==> src/rtl/fcvt_pkg.sv <==
package fcvt_pkg;
  localparam int FP_W     = 32;
  localparam int FP_EXP_W = 8;
  localparam int FP_MAN_W = 23;
  localparam int FP_SIG_W = FP_MAN_W + 1;
  localparam int FP_BIAS  = (1 << (FP_EXP_W - 1)) - 1;

  typedef struct packed {
    logic                sgn;
    logic                special;   // exponent all ones: NaN or infinity
    logic                subnorm;   // exponent all zeros: zero or subnormal
    logic [FP_EXP_W-1:0] expo;
    logic [FP_SIG_W-1:0] sig;       // significand with hidden bit restored
  } fp_fields_t;
endpackage

==> src/rtl/fcvt_unpack.sv <==
module fcvt_unpack
  import fcvt_pkg::*;
(
  input  logic [FP_W-1:0] bits_in,
  output fp_fields_t      fields
);
  logic [FP_EXP_W-1:0] expo;
  logic [FP_MAN_W-1:0] man;

  assign expo = bits_in[FP_W-2 -: FP_EXP_W];
  assign man  = bits_in[FP_MAN_W-1:0];

  always_comb begin
    fields.sgn     = bits_in[FP_W-1];
    fields.special = &expo;
    fields.subnorm = ~|expo;
    fields.expo    = expo;
    fields.sig     = {~fields.subnorm, man};
  end
endmodule

==> src/rtl/fcvt_magnitude.sv <==
module fcvt_magnitude
  import fcvt_pkg::*;
#(
  parameter int WIDE_W = 64
) (
  input  logic                special,
  input  logic                subnorm,
  input  logic [FP_EXP_W-1:0] expo,
  input  logic [FP_SIG_W-1:0] sig,
  output logic [WIDE_W-1:0]   mag,
  output logic                lost,
  output logic                huge
);
  // exponent code at which the significand lsb has weight one
  localparam int POINT    = FP_BIAS + FP_MAN_W;
  // exponent code at which the magnitude reaches 2^WIDE_W
  localparam int HUGE_EXP = FP_BIAS + WIDE_W;

  logic [WIDE_W-1:0] sig_ext;
  int                e_int;
  int                rsh;

  assign sig_ext = WIDE_W'(sig);
  assign e_int   = int'(expo);

  always_comb begin
    mag  = '0;
    lost = 1'b0;
    huge = 1'b0;
    rsh  = 0;
    if (special) begin
      huge = 1'b1;
    end else if (subnorm) begin
      lost = |sig;
    end else if (e_int >= HUGE_EXP) begin
      huge = 1'b1;
    end else if (e_int >= POINT) begin
      mag = sig_ext << (e_int - POINT);
    end else begin
      rsh  = POINT - e_int;
      mag  = sig_ext >> rsh;
      lost = ((mag << rsh) != sig_ext);
    end
  end
endmodule

==> src/rtl/fcvt_pack.sv <==
module fcvt_pack #(
  parameter int WIDE_W   = 64,
  parameter int NARROW_W = 32
) (
  input  logic              sgn,
  input  logic [WIDE_W-1:0] mag,
  input  logic              lost,
  input  logic              huge,
  input  logic              wide,
  output logic [WIDE_W-1:0] value,
  output logic              invalid,
  output logic              inexact
);
  localparam logic [WIDE_W-1:0] WIDE_LIM   = WIDE_W'(1) << (WIDE_W - 1);
  localparam logic [WIDE_W-1:0] NARROW_LIM = WIDE_W'(1) << (NARROW_W - 1);

  logic              fits_wide;
  logic              fits_narrow;
  logic              ok;
  logic [WIDE_W-1:0] signed_val;

  assign fits_wide   = !huge && ((mag < WIDE_LIM)   || (sgn && mag == WIDE_LIM));
  assign fits_narrow = !huge && ((mag < NARROW_LIM) || (sgn && mag == NARROW_LIM));
  assign signed_val  = sgn ? (~mag + WIDE_W'(1)) : mag;
  assign ok          = wide ? fits_wide : fits_narrow;

  always_comb begin
    if (wide) begin
      value = ok ? signed_val : WIDE_LIM;
    end else begin
      value = ok ? {{(WIDE_W-NARROW_W){1'b0}}, signed_val[NARROW_W-1:0]} : NARROW_LIM;
    end
    invalid = !ok;
    inexact = ok && lost;
  end
endmodule

==> src/rtl/fp32_trunc_conv.sv <==
module fp32_trunc_conv
  import fcvt_pkg::*;
#(
  parameter int SRC_W    = 64,
  parameter int WIDE_W   = 64,
  parameter int NARROW_W = 32
) (
  input  logic              clk,
  input  logic              rst,
  input  logic              in_valid,
  input  logic [SRC_W-1:0]  src_word,
  input  logic              wide_sel,
  output logic              out_valid,
  output logic [WIDE_W-1:0] result,
  output logic              invalid_flag,
  output logic              inexact_flag
);
  fp_fields_t        fields;
  logic [WIDE_W-1:0] mag;
  logic              lost;
  logic              huge;
  logic [WIDE_W-1:0] value;
  logic              invalid;
  logic              inexact;

  fcvt_unpack u_unpack (
    .bits_in (src_word[FP_W-1:0]),
    .fields  (fields)
  );

  fcvt_magnitude #(.WIDE_W(WIDE_W)) u_mag (
    .special (fields.special),
    .subnorm (fields.subnorm),
    .expo    (fields.expo),
    .sig     (fields.sig),
    .mag     (mag),
    .lost    (lost),
    .huge    (huge)
  );

  fcvt_pack #(.WIDE_W(WIDE_W), .NARROW_W(NARROW_W)) u_pack (
    .sgn     (fields.sgn),
    .mag     (mag),
    .lost    (lost),
    .huge    (huge),
    .wide    (wide_sel),
    .value   (value),
    .invalid (invalid),
    .inexact (inexact)
  );

  always_ff @(posedge clk) begin
    if (rst) begin
      out_valid    <= 1'b0;
      result       <= '0;
      invalid_flag <= 1'b0;
      inexact_flag <= 1'b0;
    end else begin
      out_valid <= in_valid;
      if (in_valid) begin
        result       <= value;
        invalid_flag <= invalid;
        inexact_flag <= inexact;
      end
    end
  end
endmodule

==> config.mk <==
export PLATFORM = sky130hd
export DESIGN_NAME = fp32_trunc_conv
export DESIGN_NICKNAME = d
export VERILOG_FILES = /design/src/rtl/fcvt_pkg.sv /design/src/rtl/fcvt_unpack.sv /design/src/rtl/fcvt_magnitude.sv /design/src/rtl/fcvt_pack.sv /design/src/rtl/fp32_trunc_conv.sv
export SDC_FILE = /design/constraint.sdc
export NUM_CORES = 1
export LEC_CHECK = 0
export BUFFER_PORTS_ARGS = -buffer_cell sky130_fd_sc_hd__buf_2
export CORE_UTILIZATION = 30
export DETAILED_ROUTE_END_ITERATION = 10
export HOLD_SLACK_MARGIN = 0.12
export MAX_ROUTING_LAYER = met4
export PLACE_DENSITY = 0.5
export SETUP_SLACK_MARGIN = 0.05
export SYNTH_ARGS = -nofsm -noshare
export SYNTH_HDL_FRONTEND = slang
export SYNTH_SLANG_ARGS = --single-unit
==> constraint.sdc <==
create_clock -name clk -period 5.5 [get_ports clk]
set_input_delay 0 -clock clk [delete_from_list [all_inputs] [get_ports clk]]
set_output_delay 0 -clock clk [all_outputs]
set_load 0.05 [all_outputs]
# ---- Word level (Yosys, flattened, before mapping)
# Cells that the tools add are included.
dict set report word_totals {
  elab_cells 46
  ff_bits 67
  output_inout_bits 67
}
dict set report op_classes {
  n_reduce_logical 12
  n_eq_ne 3
  mux 16
  bitwise_logic 1
  n_shift 3
  magnitude_cmp 4
  n_addsub 3
}
# op count
set ops {}
lappend ops {{$mux W64} 7}
lappend ops {{$add A64 B1 Y64 const B} 1}
lappend ops {{$eq A64 B32 Y1 const B} 1}
lappend ops {{$eq A64 B64 Y1 const B} 1}
lappend ops {{$lt A64 B32 Y1 const B} 1}
lappend ops {{$lt A64 B64 Y1 const B} 1}
lappend ops {{$ne A64 B24 Y1} 1}
lappend ops {{$not A64 Y64} 1}
lappend ops {{$shl A24 B32 Y64} 1}
lappend ops {{$shl A64 B32 Y64} 1}
lappend ops {{$shr A24 B32 Y64} 1}
lappend ops {{$mux W32} 1}
lappend ops {{$reduce_or A31 Y1} 1}
lappend ops {{$ge A8 B8 Y1 const B} 2}
lappend ops {{$sub A8 B8 Y9 const A} 1}
lappend ops {{$sub A8 B8 Y9 const B} 1}
lappend ops {{$mux W1} 8}
lappend ops {{$reduce_and A8 Y1} 1}
lappend ops {{$reduce_or A8 Y1} 1}
lappend ops {{$logic_and A1 B1 Y1} 5}
lappend ops {{$logic_not A1 Y1} 2}
lappend ops {{$logic_or A1 B1 Y1} 2}

# ---- Logic depth before layout (Yosys ltp)
# Gate-level depths: netlist of run 1.
dict set report depth {
  word_depth 13
  mapped_depth 25
}

# ---- By module
# A second synthesis of run 1 with hierarchy kept.
dict set report unflattened {
  hier_cells 1492
  area_unflattened_um2 10632.7
}
# mod cells_per_inst n_inst area_each_um2
set by_module_without_submodules {}
lappend by_module_without_submodules {fcvt_magnitude 932 1 6072.1}
lappend by_module_without_submodules {fp32_trunc_conv 215 1 2389.8}
lappend by_module_without_submodules {fcvt_pack 306 1 1891.8}
lappend by_module_without_submodules {fcvt_unpack 39 1 279.0}

# ---- Worst setup path after synthesis of run 1
# OpenSTA, ideal clock, no wires.
dict set report synth_timing {
  kind {input to register}
  start {input src_word[23]}
  end {register result[51]}
  path_slack_ns 0.436
  cell_stages 23
  t_required_ns 5.431
  arrival_time_ns 4.995
  path_cell_list {buf_6 -> buf_12 -> inv_2 -> buf_1 -> clkbuf_1 -> ha_1 -> buf_2 -> buf_6 -> buf_6 -> buf_2 -> mux4_1 -> mux2_4 -> o211ai_2 -> o31ai_2 -> a211oi_4 -> ha_1 -> nand2b_1 -> nor4_2 -> nand4_1 -> o311a_1 -> or3_1 -> buf_2 -> o21ai_1}
}
dict set report synth_between {
  elab_chain_cells 13
  elab_cells_between_ends 32
  cone_classes {add/sub (3); order compare (4); eq/ne (2); shift (2); mux (11); bitwise (1); reduce/logical (9)}
}
# element line
set synth_lines {}
lappend synth_lines {{start, declared} fp32_trunc_conv.sv:11} ;# input logic [SRC_W-1:0] src_word,
lappend synth_lines {{parallel branches: the longest is 11 deep, another holds $lt A64 B32 Y1} --}
lappend synth_lines {{$mux W64 (*)} fcvt_pack.sv:29} ;# value = ok ? signed_val : WIDE_LIM;
lappend synth_lines {{$mux W64 (*)} fcvt_pack.sv:28} ;# if (wide) begin
lappend synth_lines {{end signal, assigned} fp32_trunc_conv.sv:61} ;# result <= value;
lappend synth_lines {{end, declared} fp32_trunc_conv.sv:14} ;# output logic [WIDE_W-1:0] result,
# Mark *: on every way between the ends.
# A chain may end at the register's enable or synchronous reset.

# ---- Worst setup path after layout of run 1
dict set report layout_timing {
  start {input src_word[25]}
  end {register invalid_flag}
}
dict set report layout_between {
  elab_chain_cells 12
  elab_cells_between_ends 28
  cone_classes {add/sub (2); order compare (4); eq/ne (2); shift (2); mux (8); reduce/logical (10)}
}
# element line
set layout_lines {}
lappend layout_lines {{parallel branches: the longest is 10 deep, another holds $lt A64 B32 Y1} --}
lappend layout_lines {{$mux W1 (*)} fcvt_pack.sv:25} ;# assign ok = wide ? fits_wide : fits_narrow;
lappend layout_lines {{$logic_not A1 Y1 (*)} fcvt_pack.sv:33} ;# invalid = !ok;
lappend layout_lines {{end signal, assigned} fp32_trunc_conv.sv:62} ;# invalid_flag <= invalid;
lappend layout_lines {{end, declared} fp32_trunc_conv.sv:15} ;# output logic invalid_flag,
# Marks and branches as above.

==> results of run 1 <==
critical path: stages:
cell and delay [ps]:
buf_2 240, inv_1 100, ha_1 640, buf_4 370
nor2_1 160, a2111oi_0 1020, a22oi_1 220, a211o_1 350
o2bb2ai_1 160, nor4_1 450, nand2_1 140, o311a_1 330
nor2_1 150, a311oi_1 110, dlygate4sd3_1 560
layout make-up:
class	count	area, um^2	share of cell area [%]
multi-input combinational	1274	9090	72.9
sequential	67	1340	10.8
timing repair buffer	182	1120	8.99
tap	468	586	4.69
clock buffer	12	246	1.98
inverter	20	75.1	0.602
clock inverter	3	15.0	0.120
antenna	1	2.50	0.0201
stage by stage:
stage / power, mW / util, % / cells / hold WS [ps] / setup WS (ps)
after detailed placement: 2.04 / 33.4 / 2008 / 296 / 541
after global placement: 2.05 / 33.4 / 2008 / 298 / 525
final: 2.60 / 34.2 / 2027 / 211 / 685
after CTS: 2.57 / 34.2 / 2026 / 168 / 820
after global routing: 2.73 / 34.2 / 2027 / 192 / 276
after floorplan: 1.57 / - / 1505 / 72.1 / 436
layer usage:
layer	track usage, %	share of wire (%)	vias up
met2	41.4	43	707
met4	7.73	2.4	0
met1	41.0	46	6365
met5	-	0	-
li1	-	-	5920
met3	3.11	7.8	75
final timing paths:
kind,startpoint,to,slack [ps]
setup reg to reg,inexact_flag$_SDFFE_PP0P_,inexact_flag$_SDFFE_PP0P_,3340
hold reg to reg,result[62]$_SDFFE_PP0P_,result[62]$_SDFFE_PP0P_,440
hold / removal,in_valid,out_valid$_SDFF_PP0_,210
setup / recovery,src_word[25],invalid_flag$_SDFFE_PP0P_,690
power by group through the flow:
stage	Clock (mW)	Combinational (mW)	Sequential [mW]
global placement	0	1.50	0.542
global route	0.556	1.64	0.536
finish	0.516	1.55	0.532
floorplan	0	0.927	0.644
detailed placement	0	1.50	0.543
CTS	0.530	1.51	0.533
kinds of logic (layout without fill, tap and decap cells):
family          count (synthesis)  after routing
fa+ha+maj                       8              8
simple gates                  540            540
buf+inv                       164            217
other cells                     0              1
flops                          67             67
compound gates                521            521
xor+xnor                       62             62
mux                           143            143
state kept, by name, summed over array words and instances, names as in the netlist:
signal,count
out_valid,1
inexact_flag,1
result,64
invalid_flag,1
cell usage in the layout, fill, tap and decap left out, drive strengths merged, types with 29 or more instances in the layout:
master and count:
buf 179, mux4 35, nand2 176, nand4 30, o31ai 37, xnor2 35, mux2 48, dfxtp 67
nor2 100, o21ai 145, nand3 41, a21oi 65, nor4 29, nor3 52, mux2i 60
cell usage after synthesis, types with 18 or more instances:
| library cell | number |
|---|---|
| xor2_1 | 26 |
| nand4_1 | 27 |
| o31ai_1 | 35 |
| mux2_2 | 47 |
| mux2i_1 | 60 |
| nor2_1 | 99 |
| buf_2 | 30 |
| nand2_1 | 176 |
| dfxtp_1 | 67 |
| a211oi_1 | 21 |
| o21a_1 | 20 |
| nand3_1 | 41 |
| nand2b_1 | 18 |
| nor4_1 | 27 |
| xnor2_1 | 33 |
| o211ai_1 | 20 |
| o21ai_1 | 38 |
| clkbuf_1 | 89 |
| a21oi_1 | 64 |
| mux4_2 | 30 |
| o21ai_0 | 104 |
| o22ai_1 | 19 |
| nor3_1 | 52 |
| a22oi_1 | 18 |
what timing repair did:
item,CTS,global route
resized for setup,0,0
hold buffers,3,0
hold endpoints to repair,4,0
==> run summary, run 1 <==
outcome - completed
# IOs - 135
Worst EP arrival - 5030 ps
port buffer count - 102
number of synthesized flops with an enable pin - 0
vias - 13,100
Mean Syn Cell Area - 7.40 um^2
Die Ht - 195 um
final period utilization - 87.5%
first-pass GRT wire length - 79,900 um
Peak VDD IR - 151 uV
Synth Area in Compound Gates - 32.9%
Main synth FF type - dfxtp_1
Starting Density - 30.5%
Post-Synthesis Cells - 1,505
drt first-iter violations - 1,772
RSZ-0062 raised after global routing - false
Post-Synth Simple-Gate Area - 24.5%
Fin. Hold Viols - 0
largest net degree at the start of global routing - 68
main combinational cell family by area after synthesis - compound AO/OA/AOI/OAI gates
clock group share of total power - 19.9%
Final ANT Viol Nets - 0
slew margin rel. - 5.07%
xor/xnor share of the synthesized area - 5.18%
layout cells sized above 1 - 21.1%
register bit total from synthesis - 67
die area - 0.0379 mm^2
Warnings, synthesis - 0
Synth top area share - 12.0%
largest cells by area after synthesis - dfxtp_1 12%, mux4_2 6.1%, nand2_1 5.9%
Crit. End Element - flip-flop
Core Region - 0.0365 mm^2
Slew @ Worst Pin - 1420 ps
All-Layer GR Usage - 28.4%
Flop pwr share - 20.5%
DR vias/cell - 6.45
DRC errors left - 0
Root Buffer - clkbuf_16
clk sinks - 67
Slew Limit Fails - 0
Max H-tree Level - 3
CTS tree - built
Sw Pwr - 1.27 mW
Skew-Pair Late Insertion Delay - 330 ps
number of max-cap violations - 0
Total Wirelength - 53,200 um
Fmax achieved - 208 MHz
clk buf depth - 2
Hold Path Class - in2reg
DRT Pass-1 Iters - 6
final worst path period need - 4810 ps
Post-DP Area - 0.0122 mm^2
Worst Hold Depth - 3
post-DP HPWL - 41,500 um
Num CTS Buffers - 9
clock slew at reported path FFs - 50 ps
Netlist cell types - 106
Cell Area, Synth - 0.0111 mm^2
Synth Area in Adders - 0.899%
wire per inst - 26.2 um
part of the power in combinational logic - 59.7%
fillers - 4,024
startpoint class of the critical path - primary input
leakage - 4.65 nW
WS Path Type - in2reg
FP Rows - 70
Async S/R FF share, synth - 0%
Reg2Reg Depth - 7
Design Area, Final - 0.0125 mm^2
Clock Skew - 0 ps
total congestion overflow - 0
cell-internal power - 1.33 mW
GPL Wtd Cong - 1.02
P&R area growth vs syn - 12.0%
Die W - 195 um
final setup violation count - 0
dominant cell type by area after synthesis - dfxtp_1
Crit path required time - 5720 ps
Crit Path Max Fanout - 22
Seq/Total Area, Yosys - 12.0%
Post-CTS Setup Inserts - 0
syn nets - 1,581
sw frac - 48.7%
mux cell area share after synthesis - 17.5%
nets - 1,630
Power Dens Cells - 208 mW/mm^2
number of global-route vias before repair - 12,000
initial antenna violation count - 1
Fin Setup TNS - 0 ps
Power figures use the tool's default switching activity.
==> run 2: changes to the inputs <==
- ABC_AREA: unset -> 1
- ABC_CLOCK_PERIOD_IN_PS: unset -> 5500
==> run 2 against run 1 <==
Flip-flop and latch count is the same. First-iteration DRC count is 21% lower. Non-clock buffer count fell by 45. Routed wire length shrank 17%. Critical path depth up 16. Design area fell by 9.6%. Worst setup slack better by 570 ps. Global-route usage fell by 1.9 points. Register-to-register slack improved by 1000 ps.
==> run summary, run 2 <==
met3 Use GR - 3.99% (was 3.11%)
Fin. Hold Viols - 0 (unchanged)
Sw Pwr - 1.31 mW (was 1.27 mW)
DRT Pass-1 Iters - 8 (was 6)
Hold Path Class - in2reg (unchanged)
Design Area, Final - 0.0113 mm^2 (was 0.0125 mm^2)
max reg flops - 64 (unchanged)
RSZ-0062 raised after global routing - false (unchanged)
Total Wirelength - 44,300 um (was 53,200 um)
Skew-Pair Late Insertion Delay - 340 ps (was 330 ps)
startpoint class of the critical path - primary input (unchanged)
Slew @ Worst Pin - 1030 ps (was 1420 ps)
Max H-tree Level - 3 (unchanged)
Core Region - 0.0328 mm^2 (was 0.0365 mm^2)
Clock Skew - 0 ps (unchanged)
outcome - completed (unchanged)
register bit total from synthesis - 67 (unchanged)
Crit. End Element - flip-flop (unchanged)
syn nets - 2,036 (was 1,581)
critical path launch point - src_word[24] (was src_word[25])
part of the power in combinational logic - 55.7% (was 59.7%)
Async S/R FF share, synth - 0% (unchanged)
final setup violation count - 0 (unchanged)
Reg2Reg Depth - 3 (was 7)
CP max-delay cell - buf_2 (was a2111oi_0)
total congestion overflow - 0 (unchanged)
RR Endpoint - result[0]$_SDFFE_PP0P_ (was inexact_flag$_SDFFE_PP0P_)
Die Ht - 185 um (was 195 um)
first-pass GRT wire length - 67,900 um (was 79,900 um)
final worst path period need - 4250 ps (was 4810 ps)
number of synthesized flops with an enable pin - 0 (unchanged)
met1 global-route usage - 38.2% (was 41.0%)
DR vias/cell - 5.42 (was 6.45)
P&R area growth vs syn - 11.9% (was 12.0%)
layout cells sized above 1 - 12.7% (was 21.1%)
most used cell, CP - nand2_1 (was nor2_1)
initial antenna violation count - 1 (unchanged)
most frequent cell after synthesis - nand2_1 (unchanged)
Power Dens Cells - 227 mW/mm^2 (was 208 mW/mm^2)
Synth top area share - 26.4% (was 12.0%)
cts repair resizes - 0 (unchanged)
WS Path Type - in2reg (unchanged)
post-DP HPWL - 35,400 um (was 41,500 um)
FP Rows - 66 (was 70)
GPL Wtd Cong - 1.03 (was 1.02)
critical path endpoint - result[36]$_SDFFE_PP0P_ (was invalid_flag$_SDFFE_PP0P_)
final period utilization - 77.2% (was 87.5%)
Main synth FF type - dfxtp_1 (unchanged)
drt first-iter violations - 1,399 (was 1,772)
most frequent cells in the layout - 709 x nand2_1, 420 x nand3_1, 176 x nor2_1, 102 x buf_2, 91 x inv_1 (was 176 x nand2_1, 104 x o21ai_0, 101 x buf_2, 98 x nor2_1, 78 x buf_4)
clk sinks - 67 (unchanged)
vias - 13,300 (was 13,100)
Worst EP arrival - 4530 ps (was 5030 ps)
DRC errors left - 0 (unchanged)
largest cells by area after synthesis - nand2_1 26%, nand3_1 21%, dfxtp_1 13% (was dfxtp_1 12%, mux4_2 6.1%, nand2_1 5.9%)
Flop pwr share - 20.8% (was 20.5%)
clock group share of total power - 23.5% (was 19.9%)
All-Layer GR Usage - 26.5% (was 28.4%)
leakage - 5.90 nW (was 4.65 nW)
Crit path required time - 5790 ps (was 5720 ps)
RR Startpoint - result[0]$_SDFFE_PP0P_ (was inexact_flag$_SDFFE_PP0P_)
Cell Area, Synth - 0.0101 mm^2 (was 0.0111 mm^2)
number of max-cap violations - 0 (unchanged)
Starting Density - 30.8% (was 30.5%)
Seq/Total Area, Yosys - 13.3% (was 12.0%)
Final Non-Filler Cells - 2,451 (was 2,027)
cell-internal power - 1.26 mW (was 1.33 mW)
nets - 2,079 (was 1,630)
slew margin rel. - 30.4% (was 5.07%)
Post-CTS Setup Inserts - 0 (unchanged)
clock slew at reported path FFs - 60 ps (was 50 ps)
# IOs - 135 (unchanged)
Fin Setup TNS - 0 ps (unchanged)
wire per inst - 18.1 um (was 26.2 um)
max incr delay on CP - 470 ps (was 1020 ps)
Mean Syn Cell Area - 5.14 um^2 (was 7.40 um^2)
Placed Cells - 2,431 (was 2,008)
CTS tree - built (unchanged)
largest net degree at the start of global routing - 70 (was 68)
layer with the highest usage - met2 (unchanged)
sw frac - 51.0% (was 48.7%)
dominant cell type by area after synthesis - nand2_1 (was dfxtp_1)
Fmax achieved - 235 MHz (was 208 MHz)
Post-DP Area - 0.0109 mm^2 (was 0.0122 mm^2)
M2 GR Usage - 39.0% (was 41.4%)
Commonest cells post-synth - 709 x nand2_1, 420 x nand3_1, 177 x nor2_1, 91 x inv_1, 67 x dfxtp_1 (was 176 x nand2_1, 104 x o21ai_0, 99 x nor2_1, 89 x clkbuf_1, 67 x dfxtp_1)
most flop-heavy register - result (unchanged)
Peak VDD IR - 110 uV (was 151 uV)
Slew Limit Fails - 0 (unchanged)
port buffer count - 102 (unchanged)
Crit Path Max Fanout - 36 (was 22)
Post-Synthesis Cells - 1,960 (was 1,505)
Warnings, synthesis - 0 (unchanged)
Final ANT Viol Nets - 0 (unchanged)
most common cell after layout, fill and taps aside - nand2_1 (unchanged)
number of global-route vias before repair - 11,800 (was 12,000)
Root Buffer - clkbuf_16 (unchanged)
FF-to-FF setup slack - 4390 ps (was 3340 ps)
Die W - 185 um (was 195 um)
die area - 0.0343 mm^2 (was 0.0379 mm^2)
clk buf depth - 2 (unchanged)
Netlist cell types - 49 (was 106)
Num CTS Buffers - 9 (unchanged)
run 2: changes by cell type in the layout (fill, tap and decap cells not counted), moves of 30 or more:
cell / previous run / this run
buf_4: 78 / 32
inv_1: 14 / 91
mux2_2: 47 / 0
mux2i_1: 60 / 1
mux4_2: 30 / 0
nand2_1: 176 / 709
nand3_1: 41 / 420
nand4_1: 27 / 59
nor2_1: 98 / 176
nor3_1: 52 / 14
o21ai_0: 104 / 63
o31ai_1: 35 / 1
run 2: through the flow:
stage	hold slack [ps]	setup slack, ps	power, mW	utilization (%)
after floorplan	143	1310	1.55	-
after global placement	330	1000	1.93	33.4
after detailed placement	335	917	1.94	33.4
after CTS	154	1280	2.55	34.4
after global routing	178	782	2.74	34.4
final	160	1250	2.56	34.4
run 2: how the worst min path moves through the flow:
stage	start	end	slack, ps	depth (start not counted)
after floorplan	in_valid	result[0]$_SDFFE_PP0P_	140	2
after detailed placement	in_valid	result[0]$_SDFFE_PP0P_	340	3
final	rst	result[45]$_SDFFE_PP0P_	160	4
after global placement	in_valid	result[0]$_SDFFE_PP0P_	330	3
after CTS	rst	result[45]$_SDFFE_PP0P_	150	4
after global routing	rst	result[51]$_SDFFE_PP0P_	180	4
run 2: area by class of cell:
class,instances,area [um^2]
Sequential cell,67,1340
Clock buffer,9,225
Multi-Input combinational cell,1658,7800
Clock inverter,7,82.6
Tap cell,442,553
Timing Repair Buffer,137,781
Fill cell,3861,21500
Antenna cell,1,2.50
Inverter,130,490
run 2: worst max-delay path, delay by kind of cell:
family	cells	cell delay (ps)
simple gates	22	2890
buf+inv	5	720
fa+ha+maj	2	550
compound gates	2	360
run 2: timing repair:
| item | CTS | global route |
|---|---|---|
| endpoints found under the setup margin | 0 | 0 |
| hold buffers | 3 | 0 |
| endpoints found under the hold margin | 5 | 0 |
run 2: cells by family (layout without fill, tap and decap cells):
group,count (synthesis),after routing,share of synthesized area [%]
compound gates,172,172,9.72
xor+xnor,32,32,2.85
fa+ha+maj,8,8,0.993
buf+inv,235,283,9.72
flops,67,67,13.3
mux,1,1,0.0993
other cells,0,1,0
simple gates,1445,1445,63.3
run 2: routing by layer:
layer	vias up	routed length, um
met4	0	531
met1	6165	21200
li1	6567	-
met2	523	19000
met3	35	3580
met5	-	0
run 2: power groups by stage:
stage	registers [mW]	clock network, mW	logic, mW
4_1_cts	0.533	0.616	1.40
3_3_place_gp	0.543	0	1.39
6_report	0.532	0.602	1.43
3_5_place_dp	0.543	0	1.39
5_1_grt	0.536	0.640	1.57
2_1_floorplan	0.652	0	0.903
